[config.mk]
export PLATFORM = sky130hd
export DESIGN_NAME = aer_stamp_rx
export DESIGN_NICKNAME = d
export VERILOG_FILES = /design/src/rtl/aer_rx_pkg.sv /design/src/rtl/aer_bit_sync.sv /design/src/rtl/aer_tick_timer.sv /design/src/rtl/aer_hs_ctrl.sv /design/src/rtl/aer_stamp_rx.sv
export SDC_FILE = /design/constraint.sdc
export NUM_CORES = 1
export LEC_CHECK = 0
export BUFFER_PORTS_ARGS = -buffer_cell sky130_fd_sc_hd__buf_2
export CAP_MARGIN = 20
export CORE_AREA = 10 10 91 93
export DETAILED_ROUTE_END_ITERATION = 16
export DIE_AREA = 0 0 101 103
export GPL_TIMING_DRIVEN = 0
export PLACE_DENSITY = 0.74
export SLEW_MARGIN = 20
export SYNTH_ARGS = -nofsm -noshare
export SYNTH_HDL_FRONTEND = slang
export SYNTH_SLANG_ARGS = --single-unit
export TNS_END_PERCENT = 10
[constraint.sdc]
create_clock -name clk -period 2.1 [get_ports clk]
set_input_delay 0.105 -clock clk [delete_from_list [all_inputs] [get_ports clk]]
set_output_delay 0.105 -clock clk [all_outputs]
set_load 0.01 [all_outputs]
[src/rtl/aer_rx_pkg.sv]
package aer_rx_pkg;
  // handshake controller states
  typedef enum logic [1:0] {
    ST_IDLE   = 2'd0,  // waiting for a synchronised request
    ST_SETTLE = 2'd1,  // request seen, stamp held, address settling
    ST_LOAD   = 2'd2,  // address held, waiting for a free output slot
    ST_ACKED  = 2'd3   // acknowledge high, waiting for request release
  } hs_state_t;
endpackage

[src/rtl/aer_bit_sync.sv]
module aer_bit_sync #(
  parameter int STAGES = 2
) (
  input  logic clk,
  input  logic rst,
  input  logic d_i,
  output logic q_o
);
  logic [STAGES-1:0] chain_q;

  always_ff @(posedge clk) begin
    if (rst) chain_q <= '0;
    else     chain_q <= {chain_q[STAGES-2:0], d_i};
  end

  assign q_o = chain_q[STAGES-1];
endmodule

[src/rtl/aer_tick_timer.sv]
module aer_tick_timer #(
  parameter int TICK_CYCLES = 4000,
  parameter int TS_W        = 16
) (
  input  logic            clk,
  input  logic            rst,
  output logic [TS_W-1:0] ts_o
);
  localparam int PRE_W = (TICK_CYCLES > 1) ? $clog2(TICK_CYCLES) : 1;
  localparam logic [PRE_W-1:0] PRE_LAST = PRE_W'(TICK_CYCLES - 1);

  logic [PRE_W-1:0] pre_q;
  logic [TS_W-1:0]  ts_q;
  logic             tick;

  assign tick = (pre_q == PRE_LAST);

  always_ff @(posedge clk) begin
    if (rst) begin
      pre_q <= '0;
      ts_q  <= '0;
    end else begin
      pre_q <= tick ? '0 : pre_q + 1'b1;
      if (tick) ts_q <= ts_q + 1'b1;  // silent wrap at the top
    end
  end

  assign ts_o = ts_q;

  // counter only moves on a prescaler tick
  assert_step_on_tick_R5: assert property (@(posedge clk) disable iff (rst)
    !tick |=> $stable(ts_q));

  // all-ones rolls over to zero
  assert_wrap_zero_R6: assert property (@(posedge clk) disable iff (rst)
    (tick && (&ts_q)) |=> (ts_q == '0));
endmodule

[src/rtl/aer_hs_ctrl.sv]
module aer_hs_ctrl
  import aer_rx_pkg::*;
#(
  parameter int ROW_W = 5,
  parameter int COL_W = 3,
  parameter int TS_W  = 16
) (
  input  logic                        clk,
  input  logic                        rst,
  input  logic                        req_s_i,
  input  logic [ROW_W-1:0]            row_i,
  input  logic [COL_W-1:0]            col_i,
  input  logic [TS_W-1:0]             ts_i,
  output logic                        ack_o,
  output logic                        out_valid_o,
  input  logic                        out_ready_i,
  output logic [ROW_W+COL_W+TS_W-1:0] out_data_o
);
  localparam int WORD_W = ROW_W + COL_W + TS_W;

  hs_state_t          state_q;
  logic               ack_q;
  logic               valid_q;
  logic [WORD_W-1:0]  data_q;
  logic [TS_W-1:0]    stamp_q;
  logic [ROW_W-1:0]   row_q;
  logic [COL_W-1:0]   col_q;

  always_ff @(posedge clk) begin
    if (rst) begin
      state_q <= ST_IDLE;
      ack_q   <= 1'b0;
      valid_q <= 1'b0;
      data_q  <= '0;
      stamp_q <= '0;
      row_q   <= '0;
      col_q   <= '0;
    end else begin
      if (valid_q && out_ready_i) valid_q <= 1'b0;
      unique case (state_q)
        ST_IDLE: begin
          if (req_s_i) begin
            stamp_q <= ts_i;          // time of arrival, not of departure
            state_q <= ST_SETTLE;
          end
        end
        ST_SETTLE: begin
          row_q   <= row_i;
          col_q   <= col_i;
          state_q <= ST_LOAD;
        end
        ST_LOAD: begin
          if (!valid_q) begin         // back-pressure: no ack into a full slot
            data_q  <= {row_q, col_q, stamp_q};
            valid_q <= 1'b1;
            ack_q   <= 1'b1;
            state_q <= ST_ACKED;
          end
        end
        ST_ACKED: begin
          if (!req_s_i) begin
            ack_q   <= 1'b0;
            state_q <= ST_IDLE;
          end
        end
        default: state_q <= ST_IDLE;
      endcase
    end
  end

  assign ack_o       = ack_q;
  assign out_valid_o = valid_q;
  assign out_data_o  = data_q;

  assert_ack_needs_req_R2: assert property (@(posedge clk) disable iff (rst)
    $rose(ack_q) |-> req_s_i);

  assert_ack_held_R3: assert property (@(posedge clk) disable iff (rst)
    (ack_q && req_s_i) |=> ack_q);

  assert_no_ack_when_full_R7: assert property (@(posedge clk) disable iff (rst)
    (valid_q && !out_ready_i) |=> !$rose(ack_q));

  assert_word_stable_R8: assert property (@(posedge clk) disable iff (rst)
    (valid_q && !out_ready_i) |=> (valid_q && $stable(data_q)));
endmodule

[src/rtl/aer_stamp_rx.sv]
module aer_stamp_rx #(
  parameter int ROW_W       = 5,
  parameter int COL_W       = 3,
  parameter int TS_W        = 16,
  parameter int TICK_CYCLES = 4000,  // 20 us at a 200 MHz clock
  parameter int SYNC_STAGES = 2
) (
  input  logic                        clk,
  input  logic                        rst,
  input  logic                        ev_req_i,
  input  logic [ROW_W-1:0]            ev_row_i,
  input  logic [COL_W-1:0]            ev_col_i,
  output logic                        ev_ack_o,
  output logic                        out_valid_o,
  input  logic                        out_ready_i,
  output logic [ROW_W+COL_W+TS_W-1:0] out_data_o
);
  logic            req_s;
  logic [TS_W-1:0] ts_now;

  aer_bit_sync #(.STAGES(SYNC_STAGES)) req_sync_i (
    .clk (clk),
    .rst (rst),
    .d_i (ev_req_i),
    .q_o (req_s)
  );

  aer_tick_timer #(.TICK_CYCLES(TICK_CYCLES), .TS_W(TS_W)) timer_i (
    .clk  (clk),
    .rst  (rst),
    .ts_o (ts_now)
  );

  aer_hs_ctrl #(.ROW_W(ROW_W), .COL_W(COL_W), .TS_W(TS_W)) ctrl_i (
    .clk         (clk),
    .rst         (rst),
    .req_s_i     (req_s),
    .row_i       (ev_row_i),
    .col_i       (ev_col_i),
    .ts_i        (ts_now),
    .ack_o       (ev_ack_o),
    .out_valid_o (out_valid_o),
    .out_ready_i (out_ready_i),
    .out_data_o  (out_data_o)
  );
endmodule

==> results.yml <==
worst_setup_path:
  critPathSlowestCell: "or4_1"
  end_kind: "flop"
  cp_data_required_time_ns: 2.39
  rr_startpoint: "timer_i.pre_q[0]$_SDFF_PP0_"
  path_class: "flop to flop"
  path_max_fanout: 7
  arrival_ns: 2.35
  r2r_slack_ns: 0.04
  worstRegToRegCells: 6
  path_cells: "ha_4, nand4_4, or4_1, buf_6, or4_1, a21oi_1"
  reg2reg_to: "timer_i.ts_o[12]$_SDFFE_PP0N_"
  slowest_delay_ns: 0.54
  cp_common_cell: "or4_1"
  startpoint_type: "flop"
timing:
  hold_violations: 0
  slew_viol_final: 0
  setup_slack_ns: 0.04300
  period_share_pct: 97.95
  skew_ns: 0.007383
  tightest_slew_ns: 0.5883
  setup_viol: 0
  achievable-frequency_mhz: 486.1
  rsz0062_at_grt: "true"
  relSlewSlack_pct: 60.78
  layout_min_cycle_time_ns: 2.057
power_and_ir_drop:
  internal_power_mw: 2.580
  p_per_area_mw_per_mm2: 892.6
  p_switching_mw: 0.8749
  power_frac_comb_pct: 12.6
  pwr-share-clk_pct: 39.2
  p_leak_nw: 1.402
  ir_worst_vdd_uv: 603.6
  switching_share_pct: 25.32
  seq_power_share_pct: 48.3
synthesis:
  synth_fa_ha_area_share_pct: 2.352
  yosys_warnings: 0
  syn_area_mm2: 0.003192
  ys_types: 30
  synthFlopType: "dfxtp_1"
  syn_inst: 380
  synth_top_family_by_area: "simple AND/OR/NAND/NOR gates"
  syn-num-nets: 398
  synth_compound_area_share_pct: 10.78
  ys_ff_latch: 82
  synth_xor_area_share_pct: 3.842
  synth_edf_count: 0
  ys_seq_area_share_pct: 51.43
  synth-simple-area-share_pct: 24.85
  synth.avg_cell_area_um2: 8.400
  ys_async_sr_fraction_pct: 0
  muxShareOfSynthArea_pct: 3.489
global_route:
  grt_usage_pct: 13.82
  grt_pass1_vias: 2670
  grt_max_degree: 15
  antenna_found_initial: 0
  grt_pass1_wl_mm: 11.86
  grt_overflow: 0
clock_network:
  insertion_delay_ns: 0.35
  cts_tree: "yes"
  cts_htree_levels: 3
  clk_pin_slew_ns: 0.08
  clkSinkCount: 82
  cts_buffer_depth: 2
  numCtsBuffers: 9
  root_buffer: "clkbuf_8"
finish:
  area_growth_pct: 21.29
  final_cell_mix: "nand2_1, dfxtp_1, a21oi_1"
  final_common_cell: "nand2_1"
  fill_cells: 618
  final_area_mm2: 0.003871
  nNetsFinal: 458
  antenna_cells: 0
  drive_gt1_share_pct: 14.19
detailed_routing:
  routed_wl_mm: 6.788
  vias_per_cell: 5.107
  dr_total_vias: 2676
  drtIter0Drc: 206
  detail_route.wl_per_cell_um: 12.95
  ant_nets: 0
  drtPass1Iterations: 4
  drc: 0
die:
  die_w_um: 101
  io-pin-count: 38
  rows: 30
  initial_core_util_pct: 48.59
  core_area_mm2: 0.006569
  die_area_mm2: 0.01040
  fp.dieH_um: 103
placement:
  portBuffers: 37
  place_congestion: 0.8330
  hpwl_mm: 4.629
  pre_cts_slack_ns: -0.1446
  place_area_mm2: 0.003477
run_status:
  status: "finished clean"
hold_path:
  hold_class: "input port to flop"
  holdPathEnd: "req_sync_i.chain_q[1]$_SDFF_PP0_"
  worstHoldStart: "rst"
  hold-path-cell-count: 3
flow_run:
  max_cap_viol_count: 0
-- sequential cells by signal (all words and copies together), names as in the netlist --
| name | cells |
|---|---|
| ctrl_i.row_q | 5 |
| ctrl_i.out_valid_o | 1 |
| timer_i.ts_o | 16 |
| ctrl_i.state_q | 2 |
| ctrl_i.ack_o | 1 |
| ctrl_i.col_q | 3 |
| timer_i.pre_q | 12 |
| ctrl_i.out_data_o | 24 |
| req_sync_i.chain_q | 2 |
| ctrl_i.stamp_q | 16 |
-- power by group through the flow --
| stage | clock (mW) | combinational [mW] | sequential, mW |
|---|---|---|---|
| 2_1_floorplan | 0 | 0.318 | 1.70 |
| 3_3_place_gp | 0 | 0.409 | 1.70 |
| 3_5_place_dp | 0 | 0.419 | 1.70 |
| 4_1_cts | 1.38 | 0.439 | 1.67 |
| 5_1_grt | 1.44 | 0.497 | 1.68 |
| 6_report | 1.35 | 0.434 | 1.67 |
-- stage by stage --
stage	total power, mW	hold slack (ns)	instances	setup TNS [ns]	util, %
floorplan	2.016	0.2332	380	0	-
global placement	2.108	0.3220	497	-0.7919	52.93
detailed placement	2.122	0.3300	497	-1.340	52.93
CTS	3.490	0.2416	524	0	58.76
global route	3.612	0.3120	524	-0.09922	58.93
finish	3.455	0.2471	524	0	58.93
-- routing by layer --
layer  up-vias  part of all wire, %  track usage (%)
met1      1205                   44            16.00
met3        14                  5.8            3.284
met5         -                    0                0
met2        56                   48            23.14
li1       1401                    -                -
met4         0                  2.2            7.395
-- cell usage after synthesis (2+ instances only) --
| library cell | instances | area [um2] |
|---|---|---|
| or4_1 | 6 | 45.04 |
| nand3_1 | 11 | 55.05 |
| o21ai_0 | 9 | 45.04 |
| and4_1 | 2 | 17.52 |
| nor3_1 | 4 | 20.02 |
| clkbuf_1 | 20 | 75.07 |
| dfxtp_1 | 82 | 1642 |
| nand2_1 | 91 | 341.6 |
| ha_1 | 6 | 75.07 |
| inv_1 | 5 | 18.77 |
| nor2_1 | 29 | 108.9 |
| and3_1 | 2 | 12.51 |
| or3_1 | 7 | 43.79 |
| xnor2_1 | 8 | 70.07 |
| nor2b_1 | 5 | 31.28 |
| mux2i_1 | 10 | 100.1 |
| xor2_1 | 6 | 52.55 |
| nand4_1 | 5 | 31.28 |
| buf_2 | 2 | 10.01 |
| nor4_1 | 4 | 25.02 |
| o31ai_1 | 3 | 22.52 |
| a21oi_1 | 52 | 260.3 |
| nand2b_1 | 4 | 25.02 |
-- worst max-delay path by stage --
stage	from	endpoint	slack (ns)	cells past startpoint
after floorplan	timer_i.pre_q[0]$_SDFF_PP0_	timer_i.ts_o[12]$_SDFFE_PP0N_	0.02	6
after global placement	timer_i.pre_q[0]$_SDFF_PP0_	timer_i.ts_o[14]$_SDFFE_PP0N_	-0.09	6
after detailed placement	timer_i.pre_q[0]$_SDFF_PP0_	timer_i.ts_o[12]$_SDFFE_PP0N_	-0.14	6
after CTS	timer_i.pre_q[0]$_SDFF_PP0_	timer_i.ts_o[12]$_SDFFE_PP0N_	0.003	6
after global routing	timer_i.pre_q[0]$_SDFF_PP0_	timer_i.ts_o[8]$_SDFFE_PP0N_	-0.03	6
final	timer_i.pre_q[0]$_SDFF_PP0_	timer_i.ts_o[12]$_SDFFE_PP0N_	0.04	6
-- cell type report --
type | instances | area (um2) | area share, %
multi-input cells | 271 | 1471 | 38.01
flip-flops and latches | 82 | 1647 | 42.53
clock inverters | 6 | 115.1 | 2.973
clock buffers | 9 | 123.9 | 3.200
inverters | 5 | 18.77 | 0.4848
plain buffers | 21 | 87.58 | 2.262
well taps | 80 | 100.1 | 2.586
repair buffers | 50 | 307.8 | 7.951
-- timing repair --
action,in CTS,in global routing
hold buffers,10,0
buffers inserted,2,1
pin swaps,1,3
endpoints found under the hold margin,10,0
gates resized for setup,7,2
endpoints found under the setup margin,18,17
-- critical path: cells and delay by family (launching register included) --
family                     cells  cell delay [ns]
AOI/OAI and AO/OA              1             0.13
adders and majority gates      1             0.17
buffers and inverters          1             0.15
DFF                            1             0.38
and+or+nand+nor                3             1.17
-- cells by family (layout without fill, tap and decap cells) --
logic type      Yosys count  count (layout)
simple gates            174             174
flops                    82              82
compound gates           66              66
buf+inv                  27              91
xor+xnor                 14              14
mux                      11              11
fa+ha+maj                 6               6
No activity file was read; power rests on OpenSTA's default activity.
